`src/rtl/ssb_pkg.sv`:
```
package ssb_pkg;
  typedef enum logic [2:0] {
    PH_IDLE = 3'd0,
    PH_T1   = 3'd1,
    PH_T2   = 3'd2,
    PH_TW   = 3'd3,
    PH_T3   = 3'd4,
    PH_T4   = 3'd5
  } phase_e;
endpackage

```
`src/rtl/ssb_rst_sync.sv`:
```
module ssb_rst_sync #(
  parameter int STAGES = 2
) (
  input  logic clk,
  input  logic rst_n,
  output logic rst_n_sync
);
  logic [STAGES-1:0] sr_q;

  always_ff @(posedge clk or negedge rst_n) begin
    if (!rst_n) sr_q <= '0;
    else        sr_q <= {sr_q[STAGES-2:0], 1'b1};
  end

  assign rst_n_sync = sr_q[STAGES-1];
endmodule

```
`src/rtl/ssb_wait_ctr.sv`:
```
module ssb_wait_ctr #(
  parameter int MAX_WAIT = 7
) (
  input  logic clk,
  input  logic rst_n,
  input  logic clr,
  input  logic inc,
  output logic at_limit
);
  localparam int CW = (MAX_WAIT < 1) ? 1 : $clog2(MAX_WAIT + 1);
  localparam logic [CW-1:0] LIMIT = CW'(MAX_WAIT);

  logic [CW-1:0] cnt_q, cnt_d;
  logic          cnt_en;

  always_comb begin
    cnt_en = clr | inc;
    cnt_d  = clr ? '0 : cnt_q + 1'b1;
  end

  always_ff @(posedge clk or negedge rst_n) begin
    if (!rst_n)      cnt_q <= '0;
    else if (cnt_en) cnt_q <= cnt_d;
  end

  assign at_limit = (cnt_q == LIMIT);
endmodule

```
`src/rtl/ssb_phase_fsm.sv`:
```
module ssb_phase_fsm
  import ssb_pkg::*;
(
  input  logic   clk,
  input  logic   rst_n,
  input  logic   start,
  input  logic   slv_ready,
  input  logic   at_limit,
  output phase_e phase,
  output logic   accept,
  output logic   ctr_clr,
  output logic   ctr_inc,
  output logic   capture,
  output logic   abort_evt
);
  phase_e ph_q, ph_d;
  logic   sampling;

  always_comb begin
    sampling  = (ph_q == PH_T2) || (ph_q == PH_TW);
    accept    = (ph_q == PH_IDLE) && start;
    ctr_clr   = (ph_q == PH_T1);
    ctr_inc   = sampling && !slv_ready && !at_limit;
    abort_evt = sampling && !slv_ready && at_limit;
    capture   = (ph_q == PH_T3);
  end

  always_comb begin
    ph_d = ph_q;
    unique case (ph_q)
      PH_IDLE: if (start) ph_d = PH_T1;
      PH_T1:   ph_d = PH_T2;
      PH_T2,
      PH_TW: begin
        if (slv_ready)     ph_d = PH_T3;
        else if (at_limit) ph_d = PH_T4;
        else               ph_d = PH_TW;
      end
      PH_T3:   ph_d = PH_T4;
      PH_T4:   ph_d = PH_IDLE;
      default: ph_d = PH_IDLE;
    endcase
  end

  always_ff @(posedge clk or negedge rst_n) begin
    if (!rst_n) ph_q <= PH_IDLE;
    else        ph_q <= ph_d;
  end

  assign phase = ph_q;
endmodule

```
`src/rtl/ssb_rd_datapath.sv`:
```
module ssb_rd_datapath #(
  parameter int AW = 16,
  parameter int DW = 16
) (
  input  logic          clk,
  input  logic          rst_n,
  input  logic          accept,
  input  logic          capture,
  input  logic          abort_evt,
  input  logic          drive_addr,
  input  logic [AW-1:0] addr_in,
  input  logic [DW-1:0] bus_data,
  output logic [AW-1:0] bus_addr,
  output logic [DW-1:0] rdata,
  output logic          valid,
  output logic          err
);
  logic [AW-1:0] addr_q;
  logic [DW-1:0] rdata_q;
  logic          valid_q, err_q;

  always_ff @(posedge clk or negedge rst_n) begin
    if (!rst_n)      addr_q <= '0;
    else if (accept) addr_q <= addr_in;
  end

  always_ff @(posedge clk or negedge rst_n) begin
    if (!rst_n)       rdata_q <= '0;
    else if (capture) rdata_q <= bus_data;
  end

  always_ff @(posedge clk or negedge rst_n) begin
    if (!rst_n) begin
      valid_q <= 1'b0;
      err_q   <= 1'b0;
    end else begin
      valid_q <= capture;
      err_q   <= abort_evt;
    end
  end

  assign bus_addr = drive_addr ? addr_q : '0;
  assign rdata    = rdata_q;
  assign valid    = valid_q;
  assign err      = err_q;
endmodule

```
`src/rtl/ssb_rd_master.sv`:
```
module ssb_rd_master
  import ssb_pkg::*;
#(
  parameter int AW       = 16,
  parameter int DW       = 16,
  parameter int MAX_WAIT = 7
) (
  input  logic          clk,
  input  logic          rst_n,
  input  logic          start_i,
  input  logic [AW-1:0] addr_i,
  output logic          busy_o,
  output logic [DW-1:0] rdata_o,
  output logic          valid_o,
  output logic          err_o,
  output logic [AW-1:0] bus_addr_o,
  output logic          bus_rd_o,
  input  logic          bus_wait_i,
  input  logic [DW-1:0] bus_data_i
);
  logic   rst_n_int;
  phase_e phase;
  logic   accept, ctr_clr, ctr_inc, capture, abort_evt, at_limit;
  logic   busy;

  ssb_rst_sync #(.STAGES(2)) u_rst (
    .clk        (clk),
    .rst_n      (rst_n),
    .rst_n_sync (rst_n_int)
  );

  ssb_phase_fsm u_fsm (
    .clk       (clk),
    .rst_n     (rst_n_int),
    .start     (start_i),
    .slv_ready (bus_wait_i),
    .at_limit  (at_limit),
    .phase     (phase),
    .accept    (accept),
    .ctr_clr   (ctr_clr),
    .ctr_inc   (ctr_inc),
    .capture   (capture),
    .abort_evt (abort_evt)
  );

  ssb_wait_ctr #(.MAX_WAIT(MAX_WAIT)) u_wctr (
    .clk      (clk),
    .rst_n    (rst_n_int),
    .clr      (ctr_clr),
    .inc      (ctr_inc),
    .at_limit (at_limit)
  );

  assign busy = (phase != PH_IDLE);

  ssb_rd_datapath #(.AW(AW), .DW(DW)) u_dp (
    .clk        (clk),
    .rst_n      (rst_n_int),
    .accept     (accept),
    .capture    (capture),
    .abort_evt  (abort_evt),
    .drive_addr (busy),
    .addr_in    (addr_i),
    .bus_data   (bus_data_i),
    .bus_addr   (bus_addr_o),
    .rdata      (rdata_o),
    .valid      (valid_o),
    .err        (err_o)
  );

  assign busy_o   = busy;
  assign bus_rd_o = (phase == PH_T2) || (phase == PH_TW) || (phase == PH_T3);
endmodule

```
`config.mk`:
```
export PLATFORM = sky130hd
export DESIGN_NAME = ssb_rd_master
export DESIGN_NICKNAME = d
export VERILOG_FILES = /design/src/rtl/ssb_pkg.sv /design/src/rtl/ssb_rst_sync.sv /design/src/rtl/ssb_wait_ctr.sv /design/src/rtl/ssb_phase_fsm.sv /design/src/rtl/ssb_rd_datapath.sv /design/src/rtl/ssb_rd_master.sv
export SDC_FILE = /design/constraint.sdc
export NUM_CORES = 1
export LEC_CHECK = 0
export BUFFER_PORTS_ARGS = -buffer_cell sky130_fd_sc_hd__clkbuf_2
export CORE_UTILIZATION = 35
export CTS_BUF_LIST = sky130_fd_sc_hd__clkbuf_2 sky130_fd_sc_hd__clkbuf_4 sky130_fd_sc_hd__clkbuf_8
export DETAILED_ROUTE_END_ITERATION = 8
export HOLD_SLACK_MARGIN = 0.15
export SLEW_MARGIN = 15
export SYNTH_ARGS = -nofsm -noshare
export SYNTH_HDL_FRONTEND = slang
export SYNTH_HIERARCHICAL = 1
export SYNTH_SLANG_ARGS = --single-unit
```
`constraint.sdc`:
```
create_clock -name clk -period 4.1 [get_ports clk]
set_input_delay 0.41 -clock clk [delete_from_list [all_inputs] [get_ports clk]]
set_output_delay 0.41 -clock clk [all_outputs]
set_load 0.03 [all_outputs]
```
==> impl_metrics.py, run 1 <==
metrics = {
    "min_path": {
        "min_path_type": "in2reg",
    },
    "sta": {
        "min_period_ns": 2.213,
        "rsz0062_at_grt": "no",
        "tightest_slew_ns": 0.9800,
        "slew_violations": 0,
        "whs_ns": 0.3435,
        "setup_viol": 0,
        "max_freq_mhz": 451.8,
        "period_share_pct": 53.98,
        "relSlewSlack_pct": 34.60,
        "clock_skew_ns": 0.003998,
        "tns_ns": 0,
        "hold_violations": 0,
    },
    "clock_network": {
        "cts_htree_levels": 2,
        "cts_buffer_depth": 2,
        "cts.sinks": 42,
        "numCtsBuffers": 5,
        "clkSlewWorstSetupHoldPaths_ns": 0.07,
        "cts_tree": "built",
        "cts-root-buf": "clkbuf_8",
        "worst_skew_pair.late_latency_ns": 0.28,
        "post_cts_buffers": 0,
    },
    "run_status": {
        "outcome": "completed",
    },
    "setup_path": {
        "worstPathMaxFanout": 17,
        "worstSetupPathType": "reg2out",
        "endpoint_kind": "output port",
        "arrival_ns": 1.80,
        "cp.required_ns": 3.69,
        "setup.worst_path.start_class": "flop",
    },
    "floorplanning": {
        "dieArea_sq_um": 5549,
        "initial_core_util_pct": 36.24,
        "ios": 72,
        "die_y_um": 74.49,
        "die_w_um": 74.49,
        "core_area_sq_um": 5075,
        "rows": 26,
    },
    "yosys": {
        "yosysTopAreaCell": "dfrtp_1",
        "synthTopCellsByCount": "dfrtp_1 (42), mux2_4 (20), and2_1 (16)",
        "synth_edf_count": 0,
        "avgSynthCellArea_sq_um": 15.46,
        "syn-instance-count": 119,
        "ys_seq_elements": 42,
        "ys_seq_area_share_pct": 57.14,
        "netlist_area_sq_um": 1839,
        "synth_top_area_share_pct": 57.14,
        "synth_warnings": 6,
        "syn_nets": 157,
        "yosysMostFrequentCell": "dfrtp_1",
        "yosys_most_used_dff": "dfrtp_1",
        "synth-async-reset-ratio_pct": 100.0,
        "ys_types": 21,
        "synthTopCellsByArea": "dfrtp_1 (57%), mux2_4 (16%), mux2_2 (8.0%)",
    },
    "finish": {
        "fin_nets": 232,
        "area_delta_synth_final_pct": 28.37,
        "final.fill_count": 496,
        "drive_above_1_share_pct": 61.03,
        "final_cells": 265,
        "n_antenna_cell": 0,
    },
    "job": {
        "max_cap_violations": 0,
    },
    "power": {
        "vdd_drop_max_mv": 0.3547,
        "leakagePower_nw": 1.181,
        "powerDensity_nw_per_um2": 941.0,
    },
    "drt": {
        "via_per_inst": 4.313,
        "wirelength_um": 3248,
        "vias": 1143,
        "drtAntennaViolNets": 0,
        "dr.pass1.iters": 4,
        "routedWlPerCell_um": 12.26,
        "first_iter_violations": 39,
        "drc": 0,
    },
    "grt": {
        "antenna_found_initial": 0,
        "globalRouteOverflowTotal": 0,
        "grt_use_total_pct": 12.14,
        "grt_max_degree": 41,
        "grt_pass1_vias": 1022,
        "grt_first_pass_wirelength_um": 4857,
    },
    "placement": {
        "dp_hpwl_um": 2314,
        "port_buffers": 71,
        "dp_cells": 256,
        "place.gp.congestion": 0.6707,
    },
}
[placed cells by master (no fill, tap or decap), types with 2 or more instances in the layout]
| master | instances |
|---|---|
| ha_1 | 2 |
| mux2_4 | 20 |
| and2_1 | 16 |
| clkbuf_4 | 2 |
| nor3b_2 | 2 |
| dfrtp_1 | 41 |
| clkbuf_8 | 5 |
| mux2_2 | 13 |
| nor2_1 | 6 |
| clkbuf_2 | 71 |
| mux2i_1 | 2 |
[through the flow]
| stage | setup slack (ns) | utilization [%] | power (W) | area (sq um) |
|---|---|---|---|---|
| floorplan | 2.223 | - | 0.001645 | 1839 |
| global placement | 2.176 | 44.08 | 0.001905 | 2237 |
| detailed placement | 2.169 | 44.08 | 0.001915 | 2237 |
| CTS | 1.863 | 46.52 | 0.002256 | 2361 |
| global route | 1.794 | 46.52 | 0.002360 | 2361 |
| finish | 1.887 | 46.52 | 0.002222 | 2361 |
[path summary, 6_finish.rpt]
kind                                              endpoint  cells past startpoint                       start  slack (ns)
worst max register to register   u_dp/rdata[3]$_DFFE_PN0P_                      2  u_fsm/phase[1]$_DFFE_PN0P_        2.20
max in group asynchronous       u_dp/addr_q[1]$_DFFE_PN0P_                      0     u_rst/sr_q[1]$_DFF_PN0_        3.18
worst max-delay path                        bus_addr_o[14]                      3  u_fsm/phase[1]$_DFFE_PN0P_        1.89
min in group asynchronous               u_dp/err$_DFF_PN0_                      0     u_rst/sr_q[1]$_DFF_PN0_        0.39
worst min register to register     u_rst/sr_q[1]$_DFF_PN0_                      0     u_rst/sr_q[0]$_DFF_PN0_        0.35
worst min-delay path                    u_dp/err$_DFF_PN0_                      2                  bus_wait_i        0.34
[logic make-up after synthesis]
logic type	share of synthesized area [%]
xor+xnor	0.4763
other cells	0.2039
compound gates	1.361
buf+inv	3.809
mux	25.37
simple gates	10.27
flops	57.14
fa+ha+maj	1.360
[where the power goes]
group / switching (W) / leakage [nW] / internal, W
sequential: 0.000127 / 0.507 / 0.000606
combinational: 0.000673 / 0.615 / 0.000492
clock: 0.000129 / 0.0593 / 0.000195
total: 0.000929 / 1.18 / 0.00129
[layout make-up]
class	instances	area (sq um)	area share [%]
Clock buffer	7	83.83	3.551
Clock inverter	1	30.03	1.272
Inverter	1	3.754	0.1590
Multi-Input combinational cell	71	730.7	30.95
Sequential cell	42	1052	44.57
Tap cell	70	87.58	3.710
Timing Repair Buffer	73	372.9	15.79
[timing repair]
item                                   in CTS  in global routing
endpoints found under the hold margin       2                  0
gates resized for setup                     0                  0
setup endpoints to repair                   0                  0
hold buffers                                1                  0
[registers in the layout, summed over array words and instances (netlist names)]
register      flops
u_dp/addr_q      16
u_dp/err          1
u_dp/rdata       16
u_dp/valid        1
u_fsm/phase       3
u_rst/sr_q        2
u_wctr/cnt_q      3
[worst max-delay path, cell delays in order, from the launching register on]
cell and delay, ns:
dfrtp_1 0.50, or3_1 0.60, and2_1 0.23, clkbuf_2 0.18
[metal layers]
| metal | track usage [%] | vias to the layer above | routed length (um) |
|---|---|---|---|
| met1 | 16.48 | 538 | 1551 |
| li1 | - | 557 | - |
| met4 | 6.499 | 0 | 75 |
| met3 | 4.065 | 8 | 178 |
| met2 | 17.12 | 40 | 1442 |
| met5 | 0 | - | 0 |
Power figures use the tool's default switching activity.
==> run 2, diff against run 1 <==
==> constraint.sdc (replaced) <==
create_clock -name clk -period 1.8 [get_ports clk]
set_input_delay 0.18 -clock clk [delete_from_list [all_inputs] [get_ports clk]]
set_output_delay 0.18 -clock clk [all_outputs]
set_load 0.03 [all_outputs]
==> run 2 against run 1 <==
Against the previous run: die area stayed put; global-route usage is 2.4 points higher; via count is 16% higher; sequential power is 130% higher; highest routed layer unchanged; critical endpoint is now bus_addr_o[0]; largest power group unchanged; clock-buffer cell count is 1 lower; cell area is 17% higher.
==> impl_metrics.py, run 2 (synthesized netlist as in run 1, its figures left out) <==
metrics = {
    "run_status": {
        "outcome": "completed",
    },
    "sta": {
        "slew_violations": 0,
        "hold_violations": 0,
        "max_freq_mhz": 579.7,
        "clock_skew_ns": 0.009916,
        "setup_viol": 0,
        "min_period_ns": 1.725,
        "rsz0062_at_grt": "no",
        "period_share_pct": 95.84,
        "tns_ns": 0,
    },
    "clock_network": {
        "cts_buffer_depth": 2,
        "cts.sinks": 42,
        "cts-root-buf": "clkbuf_8",
        "worst_skew_pair.late_latency_ns": 0.29,
        "cts_htree_levels": 2,
        "numCtsBuffers": 5,
        "cts_tree": "built",
        "clkSlewWorstSetupHoldPaths_ns": 0.08,
    },
    "grt": {
        "grt_pass1_vias": 1224,
        "grt_first_pass_wirelength_um": 5844,
        "antenna_found_initial": 0,
        "grt_use_total_pct": 14.50,
        "globalRouteOverflowTotal": 0,
        "grt_max_degree": 19,
    },
    "setup_path": {
        "path_cells": "or3_4 > and2_1 > clkbuf_2",
        "slowest_stage": "dfrtp_2",
        "worstSetupPathType": "reg2out",
        "crit_path_max_incr_delay_ns": 0.47,
        "cp.required_ns": 1.62,
        "worstPathMaxFanout": 9,
        "setup.worst_path.start_class": "flop",
        "arrival_ns": 1.55,
        "endpoint_kind": "output port",
    },
    "finish": {
        "final.fill_count": 470,
        "fin_nets": 272,
        "seqCellArea_sq_um": 1055,
        "multiInputGateArea_sq_um": 747.0,
        "mostFrequentLayoutCell": "clkbuf_2",
        "final_cell_mix": "clkbuf_2 (71), dfrtp_1 (39), dlygate4sd3_1 (35)",
        "area_delta_synth_final_pct": 50.00,
        "n_antenna_cell": 0,
        "drive_above_1_share_pct": 54.47,
        "final_area_sq_um": 2759,
    },
    "power": {
        "powerDensity_nw_per_um2": 1872,
        "finalPower_w": 0.005164,
        "vdd_drop_max_mv": 0.7553,
        "leakagePower_nw": 1.345,
    },
    "drt": {
        "wirelength_um": 4012,
        "first_iter_violations": 50,
        "routedWlPerCell_um": 13.15,
        "dr.pass1.iters": 2,
        "vias": 1321,
        "drc": 0,
        "drtAntennaViolNets": 0,
        "via_per_inst": 4.331,
    },
    "floorplanning": {
        "core_area_sq_um": 5075,
        "dieArea_sq_um": 5549,
        "die_y_um": 74.49,
        "ios": 72,
        "rows": 26,
        "die_w_um": 74.49,
        "initial_core_util_pct": 36.24,
    },
    "job": {
        "max_cap_violations": 0,
    },
    "placement": {
        "port_buffers": 71,
        "place.gp.congestion": 0.6851,
        "dp_hpwl_um": 2397,
        "placed_cell_area_sq_um": 2300,
    },
    "min_path": {
        "min_path_type": "in2async",
    },
}
## run 2: what timing repair did
action,4_1_cts,5_1_grt
hold endpoints to repair,43,0
gates cloned,0,1
endpoints found under the setup margin,17,16
resized for setup,1,3
hold buffers,35,0
pin swaps,0,1
buffers inserted,0,0
## run 2: critical path: cells and delay by family, from the launching register on
kind	cells	cell delay [ns]
buffers and inverters	1	0.18
flip-flops	1	0.47
AND/OR/NAND/NOR	2	0.61
## run 2: final cells by class
| type | count | area share, % |
|---|---|---|
| sequential | 42 | 38.23 |
| clock buffer | 6 | 2.766 |
| inverter | 1 | 0.1361 |
| tap | 70 | 3.175 |
| clock inverter | 2 | 0.4989 |
| multi-input combinational | 72 | 27.07 |
| timing repair buffer | 112 | 28.12 |
## run 2: per-layer routing
layer	track usage, %	vias to the layer above	wire (um)
li1	-	636	-
met1	17.92	639	1780
met2	23.72	39	1991
met3	4.472	7	168
met4	5.660	0	71
met5	0	-	0
## run 2: worst paths after layout
| check | start | end | slack [ns] | cells after the start |
|---|---|---|---|---|
| setup / recovery | u_fsm/phase[0]$_DFFE_PN0P_ | bus_addr_o[0] | 0.07 | 3 |
| hold / removal | rst_n | u_rst/sr_q[1]$_DFF_PN0_ | 0.19 | 2 |
| setup reg to reg | u_fsm/phase[2]$_DFFE_PN0P_ | u_dp/addr_q[2]$_DFFE_PN0P_ | 0.24 | 3 |
| hold reg to reg | u_rst/sr_q[1]$_DFF_PN0_ | u_dp/rdata[4]$_DFFE_PN0P_ | 0.25 | 1 |
| max in group asynchronous | u_rst/sr_q[1]$_DFF_PN0_ | u_dp/err$_DFF_PN0_ | 0.82 | 1 |
| min in group clk | start_i | u_fsm/phase[0]$_DFFE_PN0P_ | 0.19 | 3 |
## run 2: stage by stage
stage               hold slack (ns)  instances  setup slack (ns)  utilization, %
finish                       0.1875        305           0.07483           54.36
global route                 0.1987        305           0.02313           54.36
CTS                          0.1793        304          0.004753           54.09
detailed placement         -0.03310        261            0.1718           45.32
global placement           -0.03409        261            0.1999           45.32
floorplan                   -0.1156        119            0.1531               -
## run 2: power by group
group	total, W	switching (W)	leakage, nW	internal [W]
sequential	0.00166	0.000280	0.504	0.00138
combinational	0.00289	0.00163	0.793	0.00127
clock	0.000608	0.000319	0.0486	0.000289
==> run 3, diff against run 2 <==
--- a/config.mk
+++ b/config.mk
@@ -13,5 +13,4 @@
 export SLEW_MARGIN = 15
 export SYNTH_ARGS = -nofsm -noshare
 export SYNTH_HDL_FRONTEND = slang
-export SYNTH_HIERARCHICAL = 1
 export SYNTH_SLANG_ARGS = --single-unit
==> constraint.sdc (replaced) <==
create_clock -name clk -period 1.8 [get_ports clk]
set_input_delay 0.18 -clock clk [delete_from_list [all_inputs] [get_ports clk]]
set_output_delay 0.18 -clock clk [all_outputs]
set_load 0.01 [all_outputs]
==> run 3 against run 2 <==
Against the previous run: clock-buffer cell count grew 1; synthesized area shrank 0.88%; hold slack lost 0.013 ns; via count grew 2.9%; worst setup slack lost 0.013 ns; sequential share of layout area grew 0.78 points; clock power grew 3%; non-clock buffer count is the same; critical path depth grew 2; first-iteration DRC count shrank 10%; die area shrank 0.86%; sequential cell count is the same; critical path type is now reg2reg; critical endpoint is now u_wctr.cnt_q[1]$_DFFE_PN0P_; highest routed layer unchanged.
==> impl_metrics.py, run 3 <==
metrics = {
    "setup_path": {
        "setup.worst_path.start_class": "flop",
        "reg2reg_slack_ns": 0.06,
        "crit_path_max_incr_delay_ns": 0.40,
        "r2r_cells": 5,
        "path_cells": "ha_1 > ha_1 > or2_2 > a22o_1 > a22o_2",
        "cp.required_ns": 1.98,
        "r2r_start": "u_wctr.cnt_q[0]$_DFFE_PN0P_",
        "arrival_ns": 1.92,
        "endpoint_kind": "flop",
        "worstPathMaxFanout": 4,
        "slowest_stage": "dfrtp_1",
        "crit_top_cell": "ha_1",
        "worstSetupPathType": "reg2reg",
        "regToRegEndpoint": "u_wctr.cnt_q[1]$_DFFE_PN0P_",
    },
    "yosys": {
        "yosysMostFrequentCell": "dfrtp_1",
        "yosysTopAreaCell": "dfrtp_1",
        "avgSynthCellArea_sq_um": 14.94,
        "synth-async-reset-ratio_pct": 100.0,
        "ys_seq_area_share_pct": 57.65,
        "synth_warnings": 0,
        "synth_edf_count": 0,
        "ys_seq_elements": 42,
        "synthTopCellsByArea": "dfrtp_1 (58%), mux2_2 (14%), mux2_4 (8.2%)",
        "ys_types": 27,
        "synthTopCellsByCount": "dfrtp_1 (42), mux2_2 (23), mux2_4 (10)",
        "netlist_area_sq_um": 1823,
        "synth_top_area_share_pct": 57.65,
        "yosys_most_used_dff": "dfrtp_1",
        "syn-instance-count": 122,
        "syn_nets": 160,
    },
    "sta": {
        "min_period_ns": 1.738,
        "whs_ns": 0.1741,
        "max_freq_mhz": 575.4,
        "rsz0062_at_grt": "no",
        "period_share_pct": 96.55,
        "hold_violations": 0,
        "final.setup.worst_slack_ns": 0.06210,
        "clock_skew_ns": 0.008065,
        "setup_viol": 0,
        "tns_ns": 0,
        "slew_violations": 0,
    },
    "placement": {
        "post-place-ws_ns": 0.07822,
        "port_buffers": 71,
        "dp_hpwl_um": 2577,
        "placed_cell_area_sq_um": 2220,
        "place.gp.congestion": 0.7876,
    },
    "power": {
        "pwr-share-comb_pct": 48.7,
        "powerDensity_nw_per_um2": 1643,
        "vdd_drop_max_mv": 0.6747,
        "finalPower_w": 0.004433,
        "leakagePower_nw": 1.346,
        "seq_power_share_pct": 37.2,
        "swShare_pct": 34.06,
        "internal-power_w": 0.002924,
        "clkPwrFrac_pct": 14.1,
        "power_switching_w": 0.001510,
    },
    "floorplanning": {
        "die_w_um": 74.17,
        "core_area_sq_um": 4880,
        "rows": 25,
        "dieArea_sq_um": 5501,
        "initial_core_util_pct": 37.36,
        "die_y_um": 74.17,
        "ios": 72,
    },
    "drt": {
        "dr.pass1.iters": 4,
        "via_per_inst": 4.470,
        "first_iter_violations": 45,
        "wirelength_um": 4024,
        "routedWlPerCell_um": 13.24,
        "drtAntennaViolNets": 0,
        "vias": 1359,
        "drc": 0,
    },
    "finish": {
        "area_delta_synth_final_pct": 47.98,
        "fin_nets": 274,
        "final_area_sq_um": 2698,
        "n_antenna_cell": 0,
        "seqCellArea_sq_um": 1052,
        "mostFrequentLayoutCell": "clkbuf_2",
        "final.fill_count": 417,
        "drive_above_1_share_pct": 56.96,
        "final_cell_mix": "clkbuf_2 (71), dfrtp_1 (41), dlygate4sd3_1 (34)",
        "multiInputGateArea_sq_um": 706.9,
    },
    "grt": {
        "grt_pass1_vias": 1398,
        "antenna_found_initial": 0,
        "globalRouteOverflowTotal": 0,
        "grt_first_pass_wirelength_um": 6161,
        "grt_use_total_pct": 15.23,
        "grt_max_degree": 41,
    },
    "job": {
        "max_cap_violations": 0,
    },
    "clock_network": {
        "cts-root-buf": "clkbuf_8",
        "worst_skew_pair.late_latency_ns": 0.29,
        "clkSlewWorstSetupHoldPaths_ns": 0.08,
        "numCtsBuffers": 5,
        "cts_tree": "built",
        "cts_buffer_depth": 2,
        "cts.sinks": 42,
        "cts_htree_levels": 2,
    },
    "min_path": {
        "min_path_type": "in2reg",
        "min_path_cells": 3,
        "min_delay_worst_endpoint": "u_fsm.phase[0]$_DFFE_PN0P_",
        "min_from": "start_i",
    },
    "run_status": {
        "outcome": "completed",
    },
}
-- run 3: cell types whose count changed after synthesis, sizes merged, moves of 2 or more --
cell,before,now
a22o,0,5
nand2,0,2
nor2b,0,9
nor3b,3,1
and2,16,1
or2,0,2
and2b,0,7
nor2,6,4
-- run 3: power by group through the flow --
| stage | Sequential [W] | Combinational [W] | Clock [W] |
|---|---|---|---|
| global placement | 0.00164 | 0.00195 | 0 |
| floorplan | 0.00170 | 0.00134 | 0 |
| global route | 0.00171 | 0.00236 | 0.000690 |
| finish | 0.00165 | 0.00216 | 0.000626 |
| detailed placement | 0.00168 | 0.00200 | 0 |
| CTS | 0.00166 | 0.00206 | 0.000654 |
-- run 3: cells by family after synthesis --
| family | share of synthesized area, % |
|---|---|
| buffers and inverters | 3.568 |
| AO/OA/AOI/OAI | 3.363 |
| flip-flops | 57.65 |
| adder cells (fa/ha/maj) | 1.372 |
| multiplexers | 22.99 |
| AND/OR/NAND/NOR | 10.84 |
| other | 0.2057 |
-- run 3: area by class of cell --
class | instances | area share [%]
inverters | 2 | 0.2783
flip-flops and latches | 42 | 39.01
clock buffers | 7 | 3.340
repair buffers | 112 | 27.88
multi-input cells | 73 | 26.21
clock inverters | 1 | 0.1855
well taps | 67 | 3.108
-- run 3: critical path: cells and delay by family (launching register included) --
| family | cells | cell delay [ns] |
|---|---|---|
| AO/OA/AOI/OAI | 2 | 0.49 |
| AND/OR/NAND/NOR | 1 | 0.31 |
| adder cells (fa/ha/maj) | 2 | 0.42 |
| flip-flops | 1 | 0.40 |
-- run 3: worst max path at each step --
stage / start / endpoint / slack (ns)
floorplan: u_wctr.cnt_q[0]$_DFFE_PN0P_ / u_wctr.cnt_q[1]$_DFFE_PN0P_ / 0.16
global placement: u_wctr.cnt_q[0]$_DFFE_PN0P_ / u_wctr.cnt_q[1]$_DFFE_PN0P_ / 0.13
detailed placement: u_wctr.cnt_q[0]$_DFFE_PN0P_ / u_wctr.cnt_q[1]$_DFFE_PN0P_ / 0.08
CTS: u_fsm.phase[1]$_DFFE_PN0P_ / bus_addr_o[2] / 0.03
global route: u_fsm.phase[2]$_DFFE_PN0P_ / bus_addr_o[2] / 0.006
finish: u_wctr.cnt_q[0]$_DFFE_PN0P_ / u_wctr.cnt_q[1]$_DFFE_PN0P_ / 0.06
-- run 3: routing by layer --
| metal | vias up | GRT usage, % | part of all wire, % |
|---|---|---|---|
| met1 | 657 | 16.35 | 42 |
| li1 | 644 | - | - |
| met4 | 0 | 6.410 | 1.2 |
| met5 | - | 0 | 0 |
| met2 | 53 | 28.79 | 52 |
| met3 | 5 | 3.117 | 4.7 |
-- run 3: metrics by stage --
stage	cells	utilization, %
2_1_floorplan	122	-
3_3_place_gp	257	45.49
3_5_place_dp	257	45.49
4_1_cts	299	54.44
5_1_grt	304	55.28
6_report	304	55.28
-- run 3: timing repair --
item / in CTS / in global routing
hold buffers: 34 / 0
endpoints found under the setup margin: 1 / 8
setup buffers: 0 / 5
pin swaps: 0 / 0
gates resized for setup: 1 / 1
hold endpoints to repair: 36 / 0
